[config.mk]
export PLATFORM = sky130hd
export DESIGN_NAME = dual_decade_counter
export DESIGN_NICKNAME = d
export VERILOG_FILES = /design/src/rtl/dsdc_pkg.sv /design/src/rtl/dsdc_fall_detect.sv /design/src/rtl/dsdc_div2_stage.sv /design/src/rtl/dsdc_div5_stage.sv /design/src/rtl/dsdc_decade_unit.sv /design/src/rtl/dual_decade_counter.sv
export SDC_FILE = /design/constraint.sdc
export NUM_CORES = 1
export LEC_CHECK = 0
export CORE_MARGIN = 2
export CORE_UTILIZATION = 44
export DETAILED_ROUTE_END_ITERATION = 12
export GPL_ROUTABILITY_DRIVEN = 0
export PLACE_DENSITY = 0.75
export SYNTH_ARGS = -nofsm -noshare
export SYNTH_HDL_FRONTEND = slang
export SYNTH_SLANG_ARGS = --single-unit
[constraint.sdc]
create_clock -name clk -period 1.9 [get_ports clk]
set_clock_uncertainty 0.1 [all_clocks]
set_input_delay 0.19 -clock clk [delete_from_list [all_inputs] [get_ports clk]]
set_output_delay 0.19 -clock clk [all_outputs]
set_load 0.01 [all_outputs]
[src/rtl/dsdc_pkg.sv]
// Shared types for the dual split-section decade counter.
package dsdc_pkg;
    // Chaining selection for one decade; 2'b11 behaves as split.
    typedef enum logic [1:0] {
        MODE_SPLIT     = 2'b00,
        MODE_BCD       = 2'b01,
        MODE_BIQ       = 2'b10,
        MODE_SPLIT_ALT = 2'b11
    } chain_mode_e;

    localparam int DIV_HI_MODULUS = 5;
    localparam int DIV_HI_BITS    = $clog2(DIV_HI_MODULUS);
    localparam int UNIT_BITS      = DIV_HI_BITS + 1;
endpackage

[src/rtl/dsdc_fall_detect.sv]
// Falling-edge detector for a stage-clock level.
// What it does: reports a one-cycle pulse on the first clk edge after lvl
// has gone from high to low.
// Assumptions: lvl is stable around the clk rising edge. The clear forces
// the history low, so a level that goes low while the clear is high is
// never counted as a fall.
module dsdc_fall_detect (
    input  logic clk,
    input  logic rst_n,
    input  logic clr,
    input  logic lvl,
    output logic fall
);
    logic prev_q;

    // Remember the level seen at the previous clk edge.
    always_ff @(posedge clk) begin
        if (!rst_n)   prev_q <= 1'b0;
        else if (clr) prev_q <= 1'b0;
        else          prev_q <= lvl;
    end

    assign fall = prev_q & ~lvl & ~clr;
endmodule

[src/rtl/dsdc_div2_stage.sv]
// Divide-by-two stage of one decade.
// What it does: flips its bit on each step pulse.
// Assumptions: step is a single-cycle pulse from a fall detector. The clear
// has priority over step.
module dsdc_div2_stage (
    input  logic clk,
    input  logic rst_n,
    input  logic clr,
    input  logic step,
    output logic bit_q
);
    // Toggle on step, zero on clear or reset.
    always_ff @(posedge clk) begin
        if (!rst_n)    bit_q <= 1'b0;
        else if (clr)  bit_q <= 1'b0;
        else if (step) bit_q <= ~bit_q;
    end

    p_div2_toggle_r1: assert property (@(posedge clk) disable iff (!rst_n)
        (step && !clr) |=> (bit_q != $past(bit_q)));
    p_div2_hold_r1: assert property (@(posedge clk) disable iff (!rst_n)
        (!step && !clr) |=> $stable(bit_q));
    p_div2_clear_r5: assert property (@(posedge clk) disable iff (!rst_n)
        clr |=> (bit_q == 1'b0));
endmodule

[src/rtl/dsdc_div5_stage.sv]
// Modulo-N counting stage (five by default) of one decade.
// What it does: counts up in binary on each step and returns to zero after
// MODULUS-1. Any value at or above MODULUS-1 also returns to zero, so an
// out-of-range state recovers on the next step.
// Assumptions: step is a single-cycle pulse. The clear has priority.
module dsdc_div5_stage #(
    parameter int MODULUS = 5
) (
    input  logic                       clk,
    input  logic                       rst_n,
    input  logic                       clr,
    input  logic                       step,
    output logic [$clog2(MODULUS)-1:0] cnt_q
);
    localparam int W = $clog2(MODULUS);
    localparam logic [W-1:0] LAST = W'(MODULUS - 1);

    // Count with wrap, zero on clear or reset.
    always_ff @(posedge clk) begin
        if (!rst_n)      cnt_q <= '0;
        else if (clr)    cnt_q <= '0;
        else if (step) begin
            if (cnt_q >= LAST) cnt_q <= '0;
            else               cnt_q <= cnt_q + 1'b1;
        end
    end

    p_div5_wrap_r2: assert property (@(posedge clk) disable iff (!rst_n)
        (step && !clr && cnt_q == LAST) |=> (cnt_q == '0));
    p_div5_range_r2: assert property (@(posedge clk) disable iff (!rst_n)
        cnt_q <= LAST);
    p_div5_hold_r2: assert property (@(posedge clk) disable iff (!rst_n)
        (!step && !clr) |=> $stable(cnt_q));
    p_div5_clear_r5: assert property (@(posedge clk) disable iff (!rst_n)
        clr |=> (cnt_q == '0));
endmodule

[src/rtl/dsdc_decade_unit.sv]
// One decade: a divide-by-two stage plus a modulo-five stage.
// What it does: chooses the clock source of each stage from the mode
// (split, BCD, bi-quinary), detects falls, and masks the outputs while the
// clear is high.
// Assumptions: cp0_in and cp1_in already carry any link from a lower unit.
// The mode is changed only while the clear is high.
module dsdc_decade_unit
    import dsdc_pkg::*;
(
    input  logic                 clk,
    input  logic                 rst_n,
    input  logic [1:0]           mode,
    input  logic                 cp0_in,
    input  logic                 cp1_in,
    input  logic                 mr,
    output logic [UNIT_BITS-1:0] q
);
    chain_mode_e           m;
    logic                  lo_q;
    logic [DIV_HI_BITS-1:0] hi_q;
    logic                  lvl_lo, lvl_hi;
    logic                  step_lo, step_hi;

    assign m = chain_mode_e'(mode);

    // Select each stage clock: internal chaining or the external pin.
    always_comb begin
        lvl_lo = (m == MODE_BIQ) ? hi_q[DIV_HI_BITS-1] : cp0_in;
        lvl_hi = (m == MODE_BCD) ? lo_q : cp1_in;
    end

    dsdc_fall_detect u_fd_lo (
        .clk(clk), .rst_n(rst_n), .clr(mr), .lvl(lvl_lo), .fall(step_lo)
    );
    dsdc_fall_detect u_fd_hi (
        .clk(clk), .rst_n(rst_n), .clr(mr), .lvl(lvl_hi), .fall(step_hi)
    );

    dsdc_div2_stage u_lo (
        .clk(clk), .rst_n(rst_n), .clr(mr), .step(step_lo), .bit_q(lo_q)
    );
    dsdc_div5_stage #(.MODULUS(DIV_HI_MODULUS)) u_hi (
        .clk(clk), .rst_n(rst_n), .clr(mr), .step(step_hi), .cnt_q(hi_q)
    );

    // The clear acts on the outputs at once, ahead of the clock.
    always_comb begin
        q = mr ? '0 : {hi_q, lo_q};
    end

    p_unit_mr_clear_r5: assert property (@(posedge clk) disable iff (!rst_n)
        mr |=> (hi_q == '0 && lo_q == 1'b0));
    p_unit_bcd_ignore_cp1_r3: assert property (@(posedge clk) disable iff (!rst_n)
        (m == MODE_BCD && !mr && $past(m == MODE_BCD) && !step_lo && !$past(step_lo))
        |=> $stable(hi_q));
    p_unit_biq_ignore_cp0_r4: assert property (@(posedge clk) disable iff (!rst_n)
        (m == MODE_BIQ && !mr && $past(m == MODE_BIQ) && !step_hi && !$past(step_hi))
        |=> $stable(lo_q));
endmodule

[src/rtl/dual_decade_counter.sv]
// Top: a chain of split-section decade units (two by default).
// What it does: routes each unit's external stage clocks, optionally
// replacing one of them with an output bit of the unit below (the cascade).
// Assumptions: NUM_UNITS >= 2. Unit 0 has no link.
module dual_decade_counter
    import dsdc_pkg::*;
#(
    parameter int NUM_UNITS = 2
) (
    input  logic                           clk,
    input  logic                           rst_n,
    input  logic [2*NUM_UNITS-1:0]         mode,
    input  logic [NUM_UNITS-1:0]           cp0,
    input  logic [NUM_UNITS-1:0]           cp1,
    input  logic [NUM_UNITS-1:0]           mr,
    input  logic [NUM_UNITS-2:0]           link_en,
    input  logic [NUM_UNITS-2:0]           link_src,
    input  logic [NUM_UNITS-2:0]           link_dst,
    output logic [UNIT_BITS*NUM_UNITS-1:0] q
);
    localparam int NUM_LINKS = NUM_UNITS - 1;

    logic [UNIT_BITS-1:0] q_unit [NUM_UNITS];
    logic [NUM_UNITS-1:0] eff_cp0, eff_cp1;

    // Unit 0 always takes its own pins.
    assign eff_cp0[0] = cp0[0];
    assign eff_cp1[0] = cp1[0];

    genvar u;
    generate
        for (u = 1; u <= NUM_LINKS; u++) begin : g_link
            logic src;
            // Pick the lower unit's tap and steer it to the chosen stage.
            always_comb begin
                src        = link_src[u-1] ? q_unit[u-1][UNIT_BITS-1] : q_unit[u-1][0];
                eff_cp0[u] = (link_en[u-1] && !link_dst[u-1]) ? src : cp0[u];
                eff_cp1[u] = (link_en[u-1] &&  link_dst[u-1]) ? src : cp1[u];
            end
        end

        for (u = 0; u < NUM_UNITS; u++) begin : g_unit
            dsdc_decade_unit u_dec (
                .clk    (clk),
                .rst_n  (rst_n),
                .mode   (mode[2*u +: 2]),
                .cp0_in (eff_cp0[u]),
                .cp1_in (eff_cp1[u]),
                .mr     (mr[u]),
                .q      (q_unit[u])
            );
            assign q[UNIT_BITS*u +: UNIT_BITS] = q_unit[u];
        end
    endgenerate

    p_top_reset_r9: assert property (@(posedge clk)
        !rst_n |=> (q == '0));
endmodule

==> Word level (Yosys, flattened, before mapping) <==
Index checks and enable logic that the tools add are counted.
{ "word_totals": {"word_cells": 49, "input_bits": 15, "out_inout_bits": 8, "ff_bits": 12} }
{ "classes": {"magnitude_cmp": 2, "n_eq_ne": 4, "n_reduce_logical": 5, "bitwise": 17, "add_sub_neg": 2, "muxes": 11} }
{ "ops": {"columns": ["op", "n"], "rows": [
  ["1-bit NOT", 9],
  ["1-bit bitwise AND", 8],
  ["4-bit two-way mux", 2],
  ["1-bit two-way mux", 7],
  ["3-bit by 1-bit adder with 3-bit output (second input constant)", 2],
  ["3-bit greater-or-equal comparator (second input constant)", 2],
  ["3-bit two-way mux", 2],
  ["2-bit by 1-bit equality test with 1-bit output (second input constant)", 2],
  ["2-bit equality test (second input constant)", 2],
  ["2-bit OR reduction", 2],
  ["1-bit logical AND", 2],
  ["1-bit logical NOT", 1]
]} }

==> Logic depth before layout (Yosys ltp) <==
{ "logic_depth": {"word_depth": 7, "mapped_depth": 4, "depth_no_buf": 4} }

==> Cells and area by module <==
Synthesis repeated with hierarchy kept, for this count alone.
{ "unflattened": {"hier_cells": 73, "area_unflattened_um2": 759.5} }
{ "modules_own_cells": {"columns": ["module", "cells_per_inst", "area_per_inst_um2", "n_inst", "seq_area_each_um2"], "rows": [
  ["dsdc_div5_stage", 17, 160.2, 2, 60.1],
  ["dsdc_fall_detect", 3, 41.3, 4, 20.0],
  ["dsdc_decade_unit", 8, 70.1, 2, 0.0],
  ["dsdc_div2_stage", 3, 41.3, 2, 20.0],
  ["dual_decade_counter", 5, 51.3, 1, 0.0]
]} }

==> Worst setup path before layout <==
No wires, ideal clock.
{ "synth_path": {"path_type": "register to register", "from": "register g_unit[0].u_dec.u_lo.bit_q", "to": "register g_unit[0].u_dec.u_hi.cnt_q[1]", "stages_incl_launch_ff": 5, "synth_period_minus_slack_ps": 1483, "setup_ps": 67, "n_path_buf": 0, "setup_slack_ps": 417, "t_arrival_ps": 1316, "required_ps": 1733, "path_cell_list": "dfxtp_1 > and3b_1 > a211o_1 > or3b_1 > a21oi_2"} }
{ "synth_via": {"elab_chain_cells": 4} }
{ "synth_lines": {"columns": ["item", "line_no", "rtl"], "rows": [
  ["start: declaration", "dsdc_div2_stage.sv:10", "output logic bit_q"],
  ["start signal: assignment", "dsdc_div2_stage.sv:16", "else if (step) bit_q <= ~bit_q;"],
  ["1-bit two-way mux", "dsdc_decade_unit.sv:29", "lvl_hi = (m == MODE_BCD) ? lo_q : cp1_in;"],
  ["1-bit NOT", "dsdc_fall_detect.sv:23", "assign fall = prev_q & ~lvl & ~clr;"],
  ["1-bit bitwise AND (2 in a row)", "dsdc_fall_detect.sv:23", null],
  ["end signal: assignment", "dsdc_div5_stage.sv:24", "else cnt_q <= cnt_q + 1'b1;"],
  ["end: declaration", "dsdc_div5_stage.sv:13", "output logic [$clog2(MODULUS)-1:0] cnt_q"]
]} }
Every way passes these cells.
A chain may end at the register's enable or synchronous reset.

==> Worst setup path after layout <==
{ "layout_path": {"from": "register g_unit[0].u_dec.u_hi.cnt_q[2]", "to": "output port q[3]"} }
{ "layout_via": {"elab_chain_cells": 1} }
{ "layout_lines": {"columns": ["item", "line_no", "rtl"], "rows": [
  ["4-bit two-way mux", "dsdc_decade_unit.sv:48", "q = mr ? '0 : {hi_q, lo_q};"],
  ["end: declaration", "dual_decade_counter.sv:19", "output logic [UNIT_BITS*NUM_UNITS-1:0] q"]
]} }
Every way passes these cells.

==> reports/results.tsv <==
stage	metric	value	unit
critical_path	Arr. time, crit path	1.45	ns
synth	Netlist cell types	27	
route	Vias/cell	5.16	
synth	area share of the largest cell type after synthesis	0.340	
global_route	initial antenna violation count	0	
final_layout	# nets final	132	
synth	Post-Syn Area per Cell	8.21	um^2
clocking	Post-CTS Hold Buffers	0	
sta	period utilization	0.913	
critical_path	critical path class	register to output port	
sta	TNS Setup	0	ns
critical_path	Largest stage delay, worst path	0.55	ns
route	Pre-antenna DRT Iters	4	
status	outcome	finished, final reports clean	
critical_path	CP Cell Sequence	nor2b_1 -> clkdlybuf4s50_1	
power	Pint	0.417	mW
power	PwrDens	549	mW/mm^2
critical_path	worst reg2reg path depth	4	
die	Die Wd	44.0	um
global_route	met2 usage	0.321	
placement	post-detail-place hpwl	1.15	mm
critical_path	worst-path fanout max	7	
global_route	largest net degree at the start of global routing	8	
sta	Final Hold Viols	0	
sta	RSZ-0062 raised after global routing	false	
global_route	grt ovf	0	
clocking	post-cts sizing count	0	
critical_path	WP depth	2	
route	DR iter-0 viols	7	
final_layout	# fillers	129	
critical_path	CP startpoint kind	register	
critical_path	CP required	1.61	ns
global_route	M1 GR Usage	0.233	
clocking	CTS Buf Count	3	
route	final wirelength	1.46	mm
route	total number of vias	660	
die	Core ar.	0.00151	mm^2
synth	cell count after synthesis	86	
power	Clk pwr share	0.382	
clocking	# clock sinks	12	
global_route	Tot GR Track Use	0.186	
sta	Final setup viols	0	
power	peak supply drop	304	uV
power	P_sw	0.122	mW
power	sequential share of power	0.479	
final_layout	share of layout cells above drive strength 1	0.0714	
sta	f_max	576	MHz
synth	Synth Cell Area	706	um^2
clocking	H-tree depth	1	
power	Gate power share	0.139	
route	post-route ant nets	0	
power	Sw Ratio	0.227	
clocking	CTS tree	yes	
synth	warnings from Yosys	0	
critical_path	CP max stage cell	clkdlybuf4s50_1	
clocking	CTS clk-pin slew, worst paths	0.08	ns
placement	# port buffers	22	
global_route	first-pass GRT wire length	2.73	mm
route	wire length per cell	11.4	um
clocking	clock root cell	clkbuf_4	
critical_path	crit end category	output port	
die	I/O pin count	23	
synth	Seq/Total Area, Yosys	0.340	
global_route	met3 global-route usage	0.0408	
hold_path	worst hold stages	2	
power	leakage power	0.384	nW
sta	min Tclk post-route	1.74	ns
route	Remaining DRCs	0	
synth	Yosys top cell by area	dfxtp_1	
final_layout	area growth from synthesis to final layout	39.2	%
die	die area	0.00194	mm^2
clocking	clock buffer depth	2	
sta	worst-margin pin slew	0.332	ns
critical_path	Bufs and invs on worst path	1	
final_layout	number of diodes	0	
die	FP Rows	14	
synth	top cells by area, synth	dfxtp_1 (34%), ha_1 (7.1%), mux2i_1 (7.1%), nor2b_1 (6.2%), nand2_1 (5.3%)	
final_layout	Register Area	240	um^2
final_layout	area of the multi-input gates	435	um^2
global_route	grt peak-use layer	met2	
clocking	Worst-Skew Late Latency	0.27	ns
clocking	Post-CTS Setup Repair Bufs	0	
power	Power Total	0.539	mW
global_route	vias in the first global route	645	
job	Max-Cap Viols	0	
sta	slew margin rel.	0.778	
hold_path	hold crit path type	register to register	
die	Die Height	44.0	um
die	Initial Utilization	0.468	
sta	Slew Viols, Final	0	
critical_path	kind of cell adding the most delay to the critical path	buffers and inverters	
synth	syn_nets	105	
synth	synthesized flop and latch total	12	
## metal layers
metal	vias to the layer above	wire length, um
li1	338	-
met1	300	650
met5	-	0
met3	2	79
met4	0	6
met2	20	721
## worst paths after layout
check / from / end / slack (ns)
max: g_unit[0].u_dec.u_hi.cnt_q[2] / q[3] / 0.16
min: g_unit[0].u_dec.u_hi.cnt_q[0] / g_unit[0].u_dec.u_hi.cnt_q[0] / 0.39
max reg2reg: g_unit[0].u_dec.u_hi.cnt_q[2] / g_unit[1].u_dec.u_hi.cnt_q[1] / 0.32
min reg2reg: g_unit[0].u_dec.u_hi.cnt_q[0] / g_unit[0].u_dec.u_hi.cnt_q[0] / 0.39
## through the flow
stage	hold WS (ns)	setup WS, ns	utilization	std cells	instance area, um^2
finish	0.393	0.165	0.652	128	982
global route	0.422	0.0925	0.652	128	982
CTS	0.396	0.139	0.652	128	982
detailed placement	0.381	-0.0111	0.628	124	946
global placement	0.367	0.0240	0.628	124	946
floorplan	0.227	0.417	-	86	706
## Yosys cell counts
master,count
nor3_1,1
xnor2_1,1
or3b_1,2
o22ai_1,1
nor2_1,10
o311a_1,1
and3b_1,1
nand2b_1,6
o211ai_1,1
a21oi_1,4
nor2b_1,7
inv_1,8
a21oi_2,1
and3b_2,1
mux2i_1,5
dfxtp_1,12
nand2_1,10
o21ai_2,1
or2b_1,1
or3_1,2
o21ai_0,1
a21bo_2,1
nor3b_1,1
o32ai_1,1
a211oi_1,1
a211o_1,1
ha_1,4
## flip-flops by register name, summed over array words and instances (netlist names)
register and flops:
g_unit.u_dec.u_fd_hi.prev_q 2, g_unit.u_dec.u_fd_lo.prev_q 2, g_unit.u_dec.u_hi.cnt_q 6, g_unit.u_dec.u_lo.bit_q 2
## logic make-up (layout without fill, tap and decap cells)
family                   count (synthesis)  count (layout)  synth area share
AND/OR/NAND/NOR                         42              42             0.319
XOR/XNOR                                 1               1            0.0124
buffers and inverters                    8              34            0.0426
flip-flops                              12              12             0.340
adder cells (fa/ha/maj)                  4               4            0.0709
AO/OA/AOI/OAI                           14              14             0.144
multiplexers                             5               5            0.0709
## final cells by class
type / count / area share
sequential: 12 / 0.245
inverter: 8 / 0.0306
timing repair buffer: 22 / 0.224
multi-input combinational: 66 / 0.443
clock buffer: 4 / 0.0369
tap: 16 / 0.0204
## power groups by stage
stage	Clock (mW)	Combinational [mW]	Sequential, mW
after global placement	0	0.0737	0.264
after detailed placement	0	0.0749	0.264
final	0.206	0.0750	0.258
after global routing	0.224	0.0836	0.259
after floorplan	0	0.0332	0.264
after CTS	0.211	0.0754	0.258
## placed cells by master, fill, tap and decap left out, drive strengths merged
cell           count
a211o              1
a211oi             1
a21bo              1
a21oi              5
and3b              2
clkbuf             4
clkdlybuf4s50     22
dfxtp             12
ha                 4
inv                8
mux2i              5
nand2             10
nand2b             6
nor2              10
nor2b              7
nor3               1
nor3b              1
o211ai             1
o21ai              2
o22ai              1
o311a              1
o32ai              1
or2b               1
or3                2
or3b               2
xnor2              1
## worst min-delay path: cells and delay by family, from the launching register on
family	cells	cell delay [ns]
flip-flops	1	0.34
AND/OR/NAND/NOR	1	0.06
AO/OA/AOI/OAI	1	0.06
Power figures use the tool's default switching activity.
